[src/rtl/dec_adder_pkg.sv]
package dec_adder_pkg;
   localparam int DIGIT_W   = 4;
   localparam int DIGIT_MAX = 9;
   localparam int DIGIT_FIX = 6;

   typedef struct packed {
      logic ext;
      logic neg;
      logic zero;
      logic ovf;
      logic carry;
   } dec_flags_t;
endpackage

[src/rtl/dec_digit_cell.sv]
module dec_digit_cell
   import dec_adder_pkg::*;
(
   input  logic [DIGIT_W-1:0] a_dig,
   input  logic [DIGIT_W-1:0] b_dig,
   input  logic               c_in,
   output logic [DIGIT_W-1:0] r_dig,
   output logic               c_out
);
   localparam int RAW_W = DIGIT_W + 1;

   logic [RAW_W-1:0] raw_sum;
   logic [RAW_W-1:0] fixed_sum;

   always_comb begin
      raw_sum   = RAW_W'(a_dig) + RAW_W'(b_dig) + RAW_W'(c_in);
      c_out     = (raw_sum > RAW_W'(DIGIT_MAX));
      fixed_sum = raw_sum + (c_out ? RAW_W'(DIGIT_FIX) : RAW_W'(0));
      r_dig     = fixed_sum[DIGIT_W-1:0];
   end
endmodule

[src/rtl/dec_digit_chain.sv]
module dec_digit_chain
   import dec_adder_pkg::*;
#(
   parameter int NUM_DIGITS = 2,
   localparam int DATA_W = NUM_DIGITS * DIGIT_W
)
(
   input  logic [DATA_W-1:0] a_val,
   input  logic [DATA_W-1:0] b_val,
   input  logic              c_in,
   output logic [DATA_W-1:0] r_val,
   output logic              c_out
);
   logic [NUM_DIGITS:0] carry_link;

   assign carry_link[0] = c_in;

   for (genvar g = 0; g < NUM_DIGITS; g++) begin : g_digit
      dec_digit_cell u_cell (
         .a_dig (a_val[g*DIGIT_W +: DIGIT_W]),
         .b_dig (b_val[g*DIGIT_W +: DIGIT_W]),
         .c_in  (carry_link[g]),
         .r_dig (r_val[g*DIGIT_W +: DIGIT_W]),
         .c_out (carry_link[g+1])
      );
   end

   assign c_out = carry_link[NUM_DIGITS];
endmodule

[src/rtl/dec_flag_gen.sv]
module dec_flag_gen
   import dec_adder_pkg::*;
#(
   parameter int DATA_W = 8
)
(
   input  logic [DATA_W-1:0] result,
   input  logic              dec_carry,
   input  logic              zero_prev,
   output dec_flags_t        flags
);
   always_comb begin
      flags.carry = dec_carry;
      flags.ext   = dec_carry;
      flags.neg   = result[DATA_W-1];
      flags.ovf   = 1'b0;
      flags.zero  = (result == '0) ? zero_prev : 1'b0;
   end
endmodule

[src/rtl/dec_byte_adder.sv]
module dec_byte_adder
   import dec_adder_pkg::*;
#(
   parameter int NUM_DIGITS = 2,
   localparam int DATA_W = NUM_DIGITS * DIGIT_W
)
(
   input  logic              clk,
   input  logic              rst_n,
   input  logic              start,
   input  logic [DATA_W-1:0] src_byte,
   input  logic [DATA_W-1:0] dst_byte,
   input  logic              ext_in,
   input  logic              zero_in,
   output logic [DATA_W-1:0] sum_out,
   output logic              ext_out,
   output logic              neg_out,
   output logic              zero_out,
   output logic              ovf_out,
   output logic              carry_out,
   output logic              done
);
   initial begin
      if (NUM_DIGITS < 1) $error("NUM_DIGITS must be at least 1");
   end

   logic [DATA_W-1:0] comb_sum;
   logic              comb_carry;
   dec_flags_t        comb_flags;
   dec_flags_t        flag_q;
   logic [DATA_W-1:0] sum_q;
   logic              done_q;

   dec_digit_chain #(.NUM_DIGITS(NUM_DIGITS)) u_chain (
      .a_val (src_byte),
      .b_val (dst_byte),
      .c_in  (ext_in),
      .r_val (comb_sum),
      .c_out (comb_carry)
   );

   dec_flag_gen #(.DATA_W(DATA_W)) u_flags (
      .result    (comb_sum),
      .dec_carry (comb_carry),
      .zero_prev (zero_in),
      .flags     (comb_flags)
   );

   always_ff @(posedge clk) begin
      if (!rst_n) begin
         sum_q  <= '0;
         flag_q <= '0;
         done_q <= 1'b0;
      end else begin
         done_q <= start;
         if (start) begin
            sum_q  <= comb_sum;
            flag_q <= comb_flags;
         end
      end
   end

   assign sum_out   = sum_q;
   assign ext_out   = flag_q.ext;
   assign neg_out   = flag_q.neg;
   assign zero_out  = flag_q.zero;
   assign ovf_out   = flag_q.ovf;
   assign carry_out = flag_q.carry;
   assign done      = done_q;

   AST_DONE_AFTER_START: assert property (@(posedge clk) disable iff (!rst_n)
      start |=> done);
   AST_NO_DONE_IDLE: assert property (@(posedge clk) disable iff (!rst_n)
      !start |=> !done);
   AST_EXT_MATCH_CARRY: assert property (@(posedge clk) disable iff (!rst_n)
      done |-> (ext_out == carry_out));
   AST_ZERO_NEVER_SET: assert property (@(posedge clk) disable iff (!rst_n)
      (start && !zero_in) |=> !zero_out);
   AST_RESULT_HOLD: assert property (@(posedge clk) disable iff (!rst_n)
      !start |=> ($stable(sum_out) && $stable(carry_out) && $stable(zero_out)));
   AST_OVF_LOW: assert property (@(posedge clk) disable iff (!rst_n)
      done |-> !ovf_out);
endmodule

[config.mk]
export PLATFORM = sky130hd
export DESIGN_NAME = dec_byte_adder
export DESIGN_NICKNAME = d
export VERILOG_FILES = /design/src/rtl/dec_adder_pkg.sv /design/src/rtl/dec_digit_cell.sv /design/src/rtl/dec_digit_chain.sv /design/src/rtl/dec_flag_gen.sv /design/src/rtl/dec_byte_adder.sv
export SDC_FILE = /design/constraint.sdc
export NUM_CORES = 1
export LEC_CHECK = 0
export BUFFER_PORTS_ARGS = -buffer_cell sky130_fd_sc_hd__buf_2
export CAP_MARGIN = 30
export CORE_MARGIN = 2
export CORE_UTILIZATION = 30
export CTS_CLUSTER_DIAMETER = 100
export DETAILED_ROUTE_END_ITERATION = 7
export SYNTH_ARGS = -nofsm -noshare
export SYNTH_HDL_FRONTEND = slang
export SYNTH_SLANG_ARGS = --single-unit
export TNS_END_PERCENT = 5
[constraint.sdc]
create_clock -name clk -period 10.1 [get_ports clk]
set_clock_uncertainty 0.2 [all_clocks]
set_input_delay 0.505 -clock clk [delete_from_list [all_inputs] [get_ports clk]]
set_output_delay 0.505 -clock clk [all_outputs]
set_load 0.02 [all_outputs]
# Word-level counts from Yosys, hierarchy flattened
# Cells that the tools add are included.
dict set report word_totals {
  register_bits 12
  output_inout_bits 14
}
dict set report classes {
  add_sub_neg 6
  magnitude_cmp 2
  mux 3
  reduce_logical 1
}
# operator count
set op_table {}
lappend op_table {{4-bit by 4-bit adder with 5-bit output} 2}
lappend op_table {{5-bit by 1-bit adder with 5-bit output} 2}
lappend op_table {{5-bit by 4-bit > comparator with 1-bit output, second input constant} 2}
lappend op_table {{4-bit by 3-bit adder with 4-bit output} 2}
lappend op_table {{8-bit zero test} 1}
lappend op_table {{3-bit 2-to-1 mux} 2}
lappend op_table {{1-bit 2-to-1 mux} 1}

# Logic depth before layout (Yosys ltp)
# Gate-level depths: netlist of run 1.
dict set report logic_depth {
  word_depth 9
  mapped_depth 17
}

# Modules after synthesis
# A second synthesis of run 1 with hierarchy kept.
dict set report hier_totals {
  cells_unflattened 94
  area_unflattened_um2 1039.7
}
# mod n_inst cells_per_inst area_per_inst_um2 seq_area_each_um2
set modules_own_cells {}
lappend modules_own_cells {dec_byte_adder 1 44 534.3 280.3}
lappend modules_own_cells {dec_digit_cell 2 21 221.5 0.0}
lappend modules_own_cells {dec_flag_gen 1 8 62.6 0.0}

# Worst setup path before layout of run 1
# OpenSTA, ideal clock, no wires.
dict set report synth_path {
  path_kind {in2reg}
  start {in src_byte[0]}
  end {reg flag_q, in the netlist zero_out}
  setup_ns 0.116
  arrival_time_ns 4.857
  slack_ns 4.927
  stages 16
  cell_sequence {fa_1 > fa_1 > xor2_1 > or2_0 > a221o_1 > a211o_1 > fa_1 > fa_1 > a21o_1 > a21oi_1 > o31a_1 > inv_1 > ha_1 > fa_1 > xnor3_1 > a41o_1}
}
dict set report synth_via {
  elab_chain_cells 9
  word_cells_on_any_way 11
  classes_between {add/sub: 5; order compare: 2; mux: 3; reduce/logical: 1}
}
# item line
set synth_rtl {}
lappend synth_rtl {{start, declared} dec_byte_adder.sv:11} ;# input logic [DATA_W-1:0] src_byte,
lappend synth_rtl {{4-bit by 4-bit adder with 5-bit output} dec_digit_cell.sv:16} ;# raw_sum = RAW_W'(a_dig) + RAW_W'(b_dig) + RAW_W'(c_in);
lappend synth_rtl {{5-bit by 1-bit adder with 5-bit output} dec_digit_cell.sv:16}
lappend synth_rtl {{5-bit by 4-bit > comparator with 1-bit output} dec_digit_cell.sv:17} ;# c_out = (raw_sum > RAW_W'(DIGIT_MAX));
lappend synth_rtl {{5-bit by 1-bit adder with 5-bit output} dec_digit_cell.sv:16}
lappend synth_rtl {{5-bit by 4-bit > comparator with 1-bit output} dec_digit_cell.sv:17}
lappend synth_rtl {{named net comb_carry} dec_byte_adder.sv:28} ;# logic comb_carry;
lappend synth_rtl {{3-bit 2-to-1 mux} dec_digit_cell.sv:18} ;# fixed_sum = raw_sum + (c_out ? RAW_W'(DIGIT_FIX) : RAW_W'(0));
lappend synth_rtl {{4-bit by 3-bit adder with 4-bit output} dec_digit_cell.sv:18}
lappend synth_rtl {{8-bit zero test} dec_flag_gen.sv:17} ;# flags.zero = (result == '0) ? zero_prev : 1'b0;
lappend synth_rtl {{1-bit 2-to-1 mux} dec_flag_gen.sv:17}
lappend synth_rtl {{end signal, assigned} dec_byte_adder.sv:58} ;# flag_q <= comb_flags;
lappend synth_rtl {{end, declared} dec_byte_adder.sv:30} ;# dec_flags_t flag_q;
# The timed path passes the listed nets, and every way through them passes these cells.
# A chain may end at the register's enable or synchronous reset.

# Worst setup path after layout of run 1
# Ends and elaborated chain as after synthesis.

==> flow_summary.json, run 1 <==
{
  "antenna_found_initial": 0,
  "synth-async-reset-ratio_pct": 0,
  "cts.repair.resized": 0,
  "p_leak_nw": 0.519,
  "grt_pass1_wl_mm": 2.75,
  "hp-class": "register to register",
  "drive_above_1_share_pct": 32.4,
  "cts_max_path_buffers": 2,
  "cap_violations": 0,
  "place_ws_ns": 4.55,
  "fillers": 253,
  "synth_cell_type_count": 28,
  "syn_inst": 78,
  "post-dp-hpwl_mm": 1.41,
  "via_per_inst": 4.65,
  "antenna-diode-count": 0,
  "hold_violations": 0,
  "slew_violations": 0,
  "required_ns": 10.06,
  "cp-start-kind": "input pin",
  "setup_slack_ns": 4.82,
  "io_buffers": 33,
  "min_period_over_period_pct": 52.3,
  "synth_ff_type": "dfxtp_1",
  "grt_overflow": 0,
  "grt_pass1_vias": 677,
  "die_w_um": 55.4,
  "fp-row-count": 18,
  "fp.coreArea_um2": 2500,
  "cts_hold_buffers": 0,
  "fmax_mhz": 189,
  "cp-end-kind": "register",
  "status": "finished, final reports clean",
  "yosys_warnings": 0,
  "netlist_area_um2": 793,
  "cts_setup_buffers": 0,
  "cts_tree": "yes",
  "finish.instance_area_um2": 995,
  "fin_tns_setup_ns": 0,
  "htreeDepth": 1,
  "final_nets": 147,
  "post-route-drc-count": 0,
  "synth_nets": 113,
  "cts_root_buf": "clkbuf_4",
  "route.vias.total": 656,
  "synth_edf_count": 0,
  "grt_usage_pct": 11.0,
  "syn_area_per_cell_um2": 10.2,
  "areaGrowthSynthToFinish_pct": 25.4,
  "min_period_ns": 5.28,
  "dr.pass1.iters": 4,
  "worstPathArrival_ns": 5.25,
  "synth_area_leaders": "dfxtp_1, fa_1, ha_1",
  "grt_max_degree": 15,
  "placed_cell_area_um2": 968,
  "yosysTopAreaCell": "dfxtp_1",
  "synth_top_area_share_pct": 27.8,
  "peakVddDrop_mv": 0.0795,
  "crit_type": "input pin to register",
  "dr.first_iter.drc_count": 9,
  "clk_latency_ns": 0.27,
  "rrSetupSlack_ns": 9.16,
  "place.gp.congestion": 0.725,
  "yosys-top-cells-count": "dfxtp_1, nor2_1, ha_1",
  "finalSetupViolations": 0,
  "ant_nets": 0,
  "ys_ff_latch": 11,
  "grt_setup_unrepaired": "no",
  "p_per_area_nw_per_um2": 162,
  "dieArea_um2": 3070,
  "die_h_um": 55.4,
  "io_pins": 35,
  "initial_core_util_pct": 31.7,
  "routed_wl_mm": 1.64,
  "ys_seq_area_share_pct": 27.8,
  "yosysMostFrequentCell": "dfxtp_1",
  "wl_per_cell_um": 11.6,
  "cts_made_buffers": 3,
  "path_max_fanout": 3,
  "cts.clk_slew.worst_paths_ns": 0.08,
  "cts.sinks": 11
}
power by group:
part           leakage [nW]  switching (mW)  internal, mW
Sequential           0.0909         0.00354        0.0500
Clock                0.0150          0.0153        0.0153
Combinational         0.413          0.0413        0.0359
Total                 0.519          0.0601         0.101
flip-flops by register name, indices dropped and copies added (netlist names):
register   flops
sum_out        7
carry_out      1
done           1
neg_out        1
zero_out       1
kinds of logic after synthesis:
group	synth area share, %
multiplexers	7.57
other	0.473
adder cells (fa/ha/maj)	27.8
buffers and inverters	4.89
AND/OR/NAND/NOR	11.7
AO/OA/AOI/OAI	12.6
XOR/XNOR	7.26
flip-flops	27.8
cells in the final DEF (no fill, tap or decap):
cell,n
a221o_1,1
fa_1,6
ha_1,8
nor3_1,2
a211oi_1,1
xor2_1,2
inv_1,3
o31a_1,1
and3_1,1
a21oi_1,6
a211o_1,1
clkbuf_4,3
nand3b_1,1
or2_0,1
o21ai_0,2
xnor3_1,1
and2_1,2
buf_2,33
nor3b_1,1
dfxtp_1,11
a41o_1,1
nor2_1,9
mux2i_1,6
xnor2_1,2
clkbuf_1,1
nand2_1,1
a21o_1,2
nand3_1,1
conb_1,1
metal layers:
| metal | share of wire [%] | global-route usage, % | vias to the layer above |
|---|---|---|---|
| met5 | 0 | 0 | - |
| met1 | 43 | 12.1 | 298 |
| met2 | 50 | 20.2 | 21 |
| li1 | - | - | 337 |
| met3 | 6.7 | 3.75 | 0 |
| met4 | 0 | 2.09 | 0 |
worst max-delay path, cell delays in order:
cell and delay [ns]:
buf_2 0.11, fa_1 0.46, fa_1 0.42, xor2_1 0.20
or2_0 0.23, a221o_1 0.33, a211o_1 0.36, fa_1 0.43
fa_1 0.43, a21o_1 0.20, a21oi_1 0.14, o31a_1 0.18
inv_1 0.08, ha_1 0.21, fa_1 0.35, xnor3_1 0.39
a41o_1 0.23
stage by stage:
stage	total power [mW]	cells	hold WS (ns)	util, %
floorplan	0.112	78	0.356	-
global placement	0.131	137	0.273	38.7
detailed placement	0.132	137	0.278	38.7
CTS	0.163	141	0.297	39.8
global route	0.174	141	0.308	39.8
finish	0.161	141	0.292	39.8
worst paths after layout:
| check | startpoint | end | cells after the start |
|---|---|---|---|
| hold reg to reg | sum_out[0]$_SDFFE_PN0P_ | sum_out[0]$_SDFFE_PN0P_ | 2 |
| setup reg to reg | zero_out$_SDFFE_PN0P_ | zero_out$_SDFFE_PN0P_ | 3 |
| hold / removal | sum_out[0]$_SDFFE_PN0P_ | sum_out[0]$_SDFFE_PN0P_ | 2 |
| setup / recovery | src_byte[0] | zero_out$_SDFFE_PN0P_ | 17 |
final cells by class:
cell class | count | area (um2) | share of cell area, %
Multi-Input combinational cell | 60 | 534 | 53.7
Sequential cell | 11 | 220 | 22.1
Timing Repair Buffer | 33 | 165 | 16.6
Tap cell | 30 | 37.5 | 3.77
Clock buffer | 4 | 26.3 | 2.64
Inverter | 3 | 11.3 | 1.13
Power figures use the tool's default switching activity.
==> run 2: changes to the inputs <==
- ABC_AREA: not set -> 1
- clock period: 10.1 -> 4.9 ns (I/O delays scaled with it)
==> flow_summary.json, run 2 <==
{
  "cts_tree": "yes",
  "netlist_area_um2": 832,
  "hp-class": "input pin to register",
  "status": "finished, final reports clean",
  "initial_core_util_pct": 31.0,
  "areaGrowthSynthToFinish_pct": 25.4,
  "cts.repair.resized": 0,
  "min_period_over_period_pct": 89.0,
  "fmax_mhz": 229,
  "ys_ff_latch": 11,
  "syn_inst": 110,
  "seqCellArea_um2": 220,
  "via_per_inst": 4.57,
  "r2r_cells": 4,
  "synth_area_leaders": "dfxtp_1, fa_1, ha_1",
  "finalSetupViolations": 0,
  "p_leak_nw": 0.555,
  "fillers": 298,
  "grt_usage_pct": 12.9,
  "dr.pass1.iters": 4,
  "required_ns": 4.91,
  "synth_ff_type": "dfxtp_1",
  "yosysMostFrequentCell": "nor2_1",
  "p_per_area_nw_per_um2": 306,
  "min_period_ns": 4.36,
  "cts_hold_buffers": 0,
  "largest_reg_flops": 7,
  "die_w_um": 56.7,
  "clk_latency_ns": 0.27,
  "io_pins": 35,
  "ant_nets": 0,
  "p_clk_share_pct": 19.3,
  "route.vias.total": 800,
  "drive_above_1_share_pct": 27.1,
  "grt_pass1_vias": 806,
  "fin_tns_setup_ns": 0,
  "hold_start": "rst_n",
  "io_buffers": 33,
  "crit_type": "input pin to register",
  "whs_ns": 0.0498,
  "r2r-start": "neg_out$_SDFFE_PN0P_",
  "hold_violations": 0,
  "power_frac_comb_pct": 47.5,
  "cap_violations": 0,
  "antenna_found_initial": 0,
  "yosys-top-cells-count": "nor2_1, nand3_1, nand2_1",
  "grt_pass1_wl_mm": 3.31,
  "cts.sinks": 11,
  "dieArea_um2": 3210,
  "holdPathEnd": "done$_SDFF_PN0_",
  "yosysTopAreaCell": "dfxtp_1",
  "worstPathArrival_ns": 4.37,
  "cts_made_buffers": 3,
  "synth-async-reset-ratio_pct": 0,
  "syn_area_per_cell_um2": 7.56,
  "multi_input_area_um2": 541,
  "synth_top_area_share_pct": 26.5,
  "cp-end-kind": "register",
  "synth_nets": 145,
  "netSwitchingFraction_pct": 39.1,
  "p_int_uw": 194,
  "path_max_fanout": 3,
  "post-dp-hpwl_mm": 1.51,
  "yosys_warnings": 0,
  "seq_power_share_pct": 33.3,
  "rrSetupSlack_ns": 4.03,
  "htreeDepth": 1,
  "place_inst": 171,
  "wl_per_cell_um": 10.1,
  "place.gp.congestion": 0.759,
  "cts_max_path_buffers": 2,
  "fin_cells": 175,
  "synth_cell_type_count": 18,
  "min_path_cells": 3,
  "p_switching_uw": 125,
  "peakVddDrop_mv": 0.143,
  "antenna-diode-count": 0,
  "grt_setup_unrepaired": "no",
  "final_nets": 180,
  "die_h_um": 56.7,
  "fp.coreArea_um2": 2690,
  "slew_violations": 0,
  "ys_seq_area_share_pct": 26.5,
  "dr.first_iter.drc_count": 18,
  "post-route-drc-count": 0,
  "cts_root_buf": "clkbuf_4",
  "cts_setup_buffers": 0,
  "routed_wl_mm": 1.77,
  "grt_max_degree": 15,
  "cts.clk_slew.worst_paths_ns": 0.07,
  "timing.rr.end": "neg_out$_SDFFE_PN0P_",
  "grt_overflow": 0,
  "final_cell_mix": "buf_2, nor2_1, nand3_1",
  "final_common_cell": "buf_2",
  "synth_edf_count": 0,
  "cp-start-kind": "input pin",
  "fp-row-count": 19
}
[run 2: power by group through the flow]
stage	clock, mW	combinational (mW)	sequential [mW]
finish	0.0615	0.151	0.106
global route	0.0659	0.176	0.108
CTS	0.0636	0.153	0.106
detailed placement	0	0.152	0.108
global placement	0	0.148	0.107
floorplan	0	0.0958	0.121
[run 2: cell families (layout without fill, tap and decap cells)]
family                   after synthesis  after routing  synth area share (%)
buffers and inverters                 16             50                  8.57
AO/OA/AOI/OAI                         16             16                  10.2
AND/OR/NAND/NOR                       50             50                  25.7
other                                  1              1                 0.451
XOR/XNOR                               2              2                  2.11
adder cells (fa/ha/maj)               14             14                  26.5
flip-flops                            11             11                  26.5
[run 2: metal layers]
| metal | track usage (%) | wire length (um) | share of wire, % | vias to the layer above |
|---|---|---|---|---|
| met2 | 22.3 | 856 | 48 | 23 |
| met1 | 15.1 | 751 | 43 | 352 |
| met4 | 8.16 | 56 | 3.2 | 0 |
| met5 | 0 | 0 | 0 | - |
| li1 | - | - | - | 420 |
| met3 | 1.38 | 101 | 5.7 | 5 |
[run 2: worst max-delay path by stage]
stage,slack (ns),startpoint,cells past startpoint,to
3_3_place_gp,0.32,src_byte[0],20,zero_out$_SDFFE_PN0P_
2_1_floorplan,0.53,src_byte[0],19,zero_out$_SDFFE_PN0P_
4_1_cts,0.50,src_byte[0],20,zero_out$_SDFFE_PN0P_
5_1_grt,0.24,src_byte[0],20,zero_out$_SDFFE_PN0P_
3_5_place_dp,0.24,src_byte[0],20,zero_out$_SDFFE_PN0P_
6_report,0.54,src_byte[0],20,zero_out$_SDFFE_PN0P_
[run 2: stage by stage]
stage / utilization, % / power [mW] / setup WS (ns) / instance area, um2
3_3_place_gp: 37.9 / 0.255 / 0.317 / 1020
5_1_grt: 38.8 / 0.349 / 0.241 / 1040
3_5_place_dp: 37.9 / 0.260 / 0.236 / 1020
4_1_cts: 38.8 / 0.322 / 0.502 / 1040
2_1_floorplan: - / 0.217 / 0.532 / 832
6_report: 38.8 / 0.319 / 0.540 / 1040
[run 2: critical path: stages]
cell      delay [ns]
buf_2           0.11
fa_1            0.47
fa_1            0.42
xor2_1          0.21
o211ai_1        0.17
nand3_1         0.17
fa_1            0.45
fa_1            0.43
xor2_1          0.24
nor2_1          0.06
o21ai_1         0.18
ha_1            0.18
fa_1            0.42
nor2_2          0.15
nand2_1         0.06
nor2_1          0.10
nand3_1         0.09
nor2_1          0.10
nor2_1          0.04
nor2_1          0.07
[run 2: final cells by class]
class	count	share of cell area (%)
Inverter	12	4.32
Timing Repair Buffer	34	16.5
Clock buffer	4	2.52
Tap cell	31	3.72
Multi-Input combinational cell	83	51.8
Sequential cell	11	21.1
==> run 3: changes to the inputs <==
- RECOVER_POWER: not set -> 25
==> flow_summary.json, run 3 (synthesis results as in run 2) <==
{
  "fmax_mhz": 229,
  "fp-row-count": 19,
  "cts.repair.resized": 0,
  "cp-end-kind": "register",
  "htreeDepth": 1,
  "min_period_over_period_pct": 89.1,
  "ant_nets": 0,
  "route.vias.total": 799,
  "status": "finished, final reports clean",
  "antenna_found_initial": 0,
  "io_pins": 35,
  "cap_violations": 0,
  "r2r-start": "neg_out$_SDFFE_PN0P_",
  "cts_tree": "yes",
  "post-route-drc-count": 0,
  "seq_power_share_pct": 33.3,
  "r2r_cells": 4,
  "drive_above_1_share_pct": 22.9,
  "hold_violations": 0,
  "grt_pass1_wl_mm": 3.31,
  "timing.rr.end": "neg_out$_SDFFE_PN0P_",
  "dr.pass1.iters": 4,
  "finalSetupViolations": 0,
  "cts_setup_buffers": 0,
  "grt_overflow": 0,
  "final_nets": 180,
  "final_cell_mix": "buf_2, nor2_1, nand3_1",
  "min_path_cells": 3,
  "hp-class": "input pin to register",
  "areaGrowthSynthToFinish_pct": 24.7,
  "crit_start": "src_byte[0]",
  "cts_root_buf": "clkbuf_4",
  "path_max_fanout": 3,
  "cts.sinks": 11,
  "power_frac_comb_pct": 47.3,
  "die_w_um": 56.7,
  "post-dp-hpwl_mm": 1.51,
  "fin_tns_setup_ns": 0,
  "largest_reg_flops": 7,
  "place.gp.congestion": 0.759,
  "worstPathArrival_ns": 4.38,
  "crit_type": "input pin to register",
  "dr.first_iter.drc_count": 22,
  "cts_hold_buffers": 0,
  "wl_per_cell_um": 10.1,
  "p_clk_share_pct": 19.4,
  "min_period_ns": 4.36,
  "p_leak_nw": 0.538,
  "slew_violations": 0,
  "endpoint": "zero_out$_SDFFE_PN0P_",
  "grt_pass1_vias": 806,
  "netSwitchingFraction_pct": 39.3,
  "via_per_inst": 4.57,
  "cp-start-kind": "input pin",
  "routed_wl_mm": 1.77,
  "cts.clk_slew.worst_paths_ns": 0.07,
  "slew_headroom_pct": 65.6,
  "grt_setup_unrepaired": "no",
  "final_common_cell": "buf_2",
  "p_per_area_nw_per_um2": 307,
  "initial_core_util_pct": 31.0,
  "grt_usage_pct": 12.9,
  "cts_made_buffers": 3,
  "grt_max_degree": 15,
  "io_buffers": 33,
  "peakVddDrop_mv": 0.142,
  "cts_max_path_buffers": 2,
  "rrSetupSlack_ns": 4.02,
  "die_h_um": 56.7,
  "p_switching_uw": 125,
  "dieArea_um2": 3210,
  "clk_latency_ns": 0.27,
  "fp.coreArea_um2": 2690,
  "antenna-diode-count": 0,
  "worstMarginPinSlew_ns": 0.516,
  "p_int_uw": 193,
  "required_ns": 4.92,
  "final_util_pct": 38.6
}
-- run 3: cell count changes in the layout (fill, tap and decap cells not counted), sizes merged --
cell    change
clkbuf      +5
buf         -5
-- run 3: per-layer routing --
| layer | GRT usage, % | part of all wire [%] | vias up |
|---|---|---|---|
| met5 | 0 | 0 | - |
| li1 | - | - | 420 |
| met2 | 22.3 | 48 | 23 |
| met4 | 8.16 | 3.2 | 0 |
| met1 | 15.1 | 43 | 351 |
| met3 | 1.38 | 5.8 | 5 |
-- run 3: through the flow --
step           power, mW  cells  hold WS, ns  area (um2)  setup slack, ns
6_report           0.318    175       0.0468        1040            0.536
2_1_floorplan      0.217    110        0.143         832            0.532
3_3_place_gp       0.255    171        0.254        1020            0.317
5_1_grt            0.348    175       0.0770        1040            0.235
4_1_cts            0.322    175       0.0407        1040            0.502
3_5_place_dp       0.260    171        0.266        1020            0.236
-- run 3: worst max-delay path: stages --
cell	delay [ns]
buf_2	0.11
fa_1	0.47
fa_1	0.42
xor2_1	0.21
o211ai_1	0.17
nand3_1	0.17
fa_1	0.45
fa_1	0.43
xor2_1	0.24
nor2_1	0.06
o21ai_1	0.18
ha_1	0.18
fa_1	0.42
nor2_2	0.15
nand2_1	0.07
nor2_1	0.10
nand3_1	0.09
nor2_1	0.10
nor2_1	0.04
nor2_1	0.07
-- run 3: final cells by class --
| class | instances | area (um2) |
|---|---|---|
| Fill cell | 302 | 1650 |
| Multi-Input combinational cell | 83 | 541 |
| Sequential cell | 11 | 220 |
| Timing Repair Buffer | 34 | 166 |
| Inverter | 12 | 45.0 |
| Tap cell | 31 | 38.8 |
| Clock buffer | 4 | 26.3 |
-- run 3: how the worst min path moves through the flow --
stage                              end  slack, ns               startpoint
3_3_place_gp   sum_out[4]$_SDFFE_PN0P_       0.25  sum_out[4]$_SDFFE_PN0P_
3_5_place_dp   sum_out[4]$_SDFFE_PN0P_       0.27  sum_out[4]$_SDFFE_PN0P_
6_report               done$_SDFF_PN0_       0.05                    rst_n
4_1_cts                done$_SDFF_PN0_       0.04                    rst_n
5_1_grt                done$_SDFF_PN0_       0.08                    rst_n
2_1_floorplan          done$_SDFF_PN0_       0.14                    rst_n
-- run 3: power by group through the flow --
stage	sequential, mW	combinational [mW]	clock, mW
2_1_floorplan	0.121	0.0958	0
5_1_grt	0.108	0.175	0.0659
6_report	0.106	0.150	0.0617
3_3_place_gp	0.107	0.148	0
4_1_cts	0.106	0.153	0.0636
3_5_place_dp	0.108	0.152	0
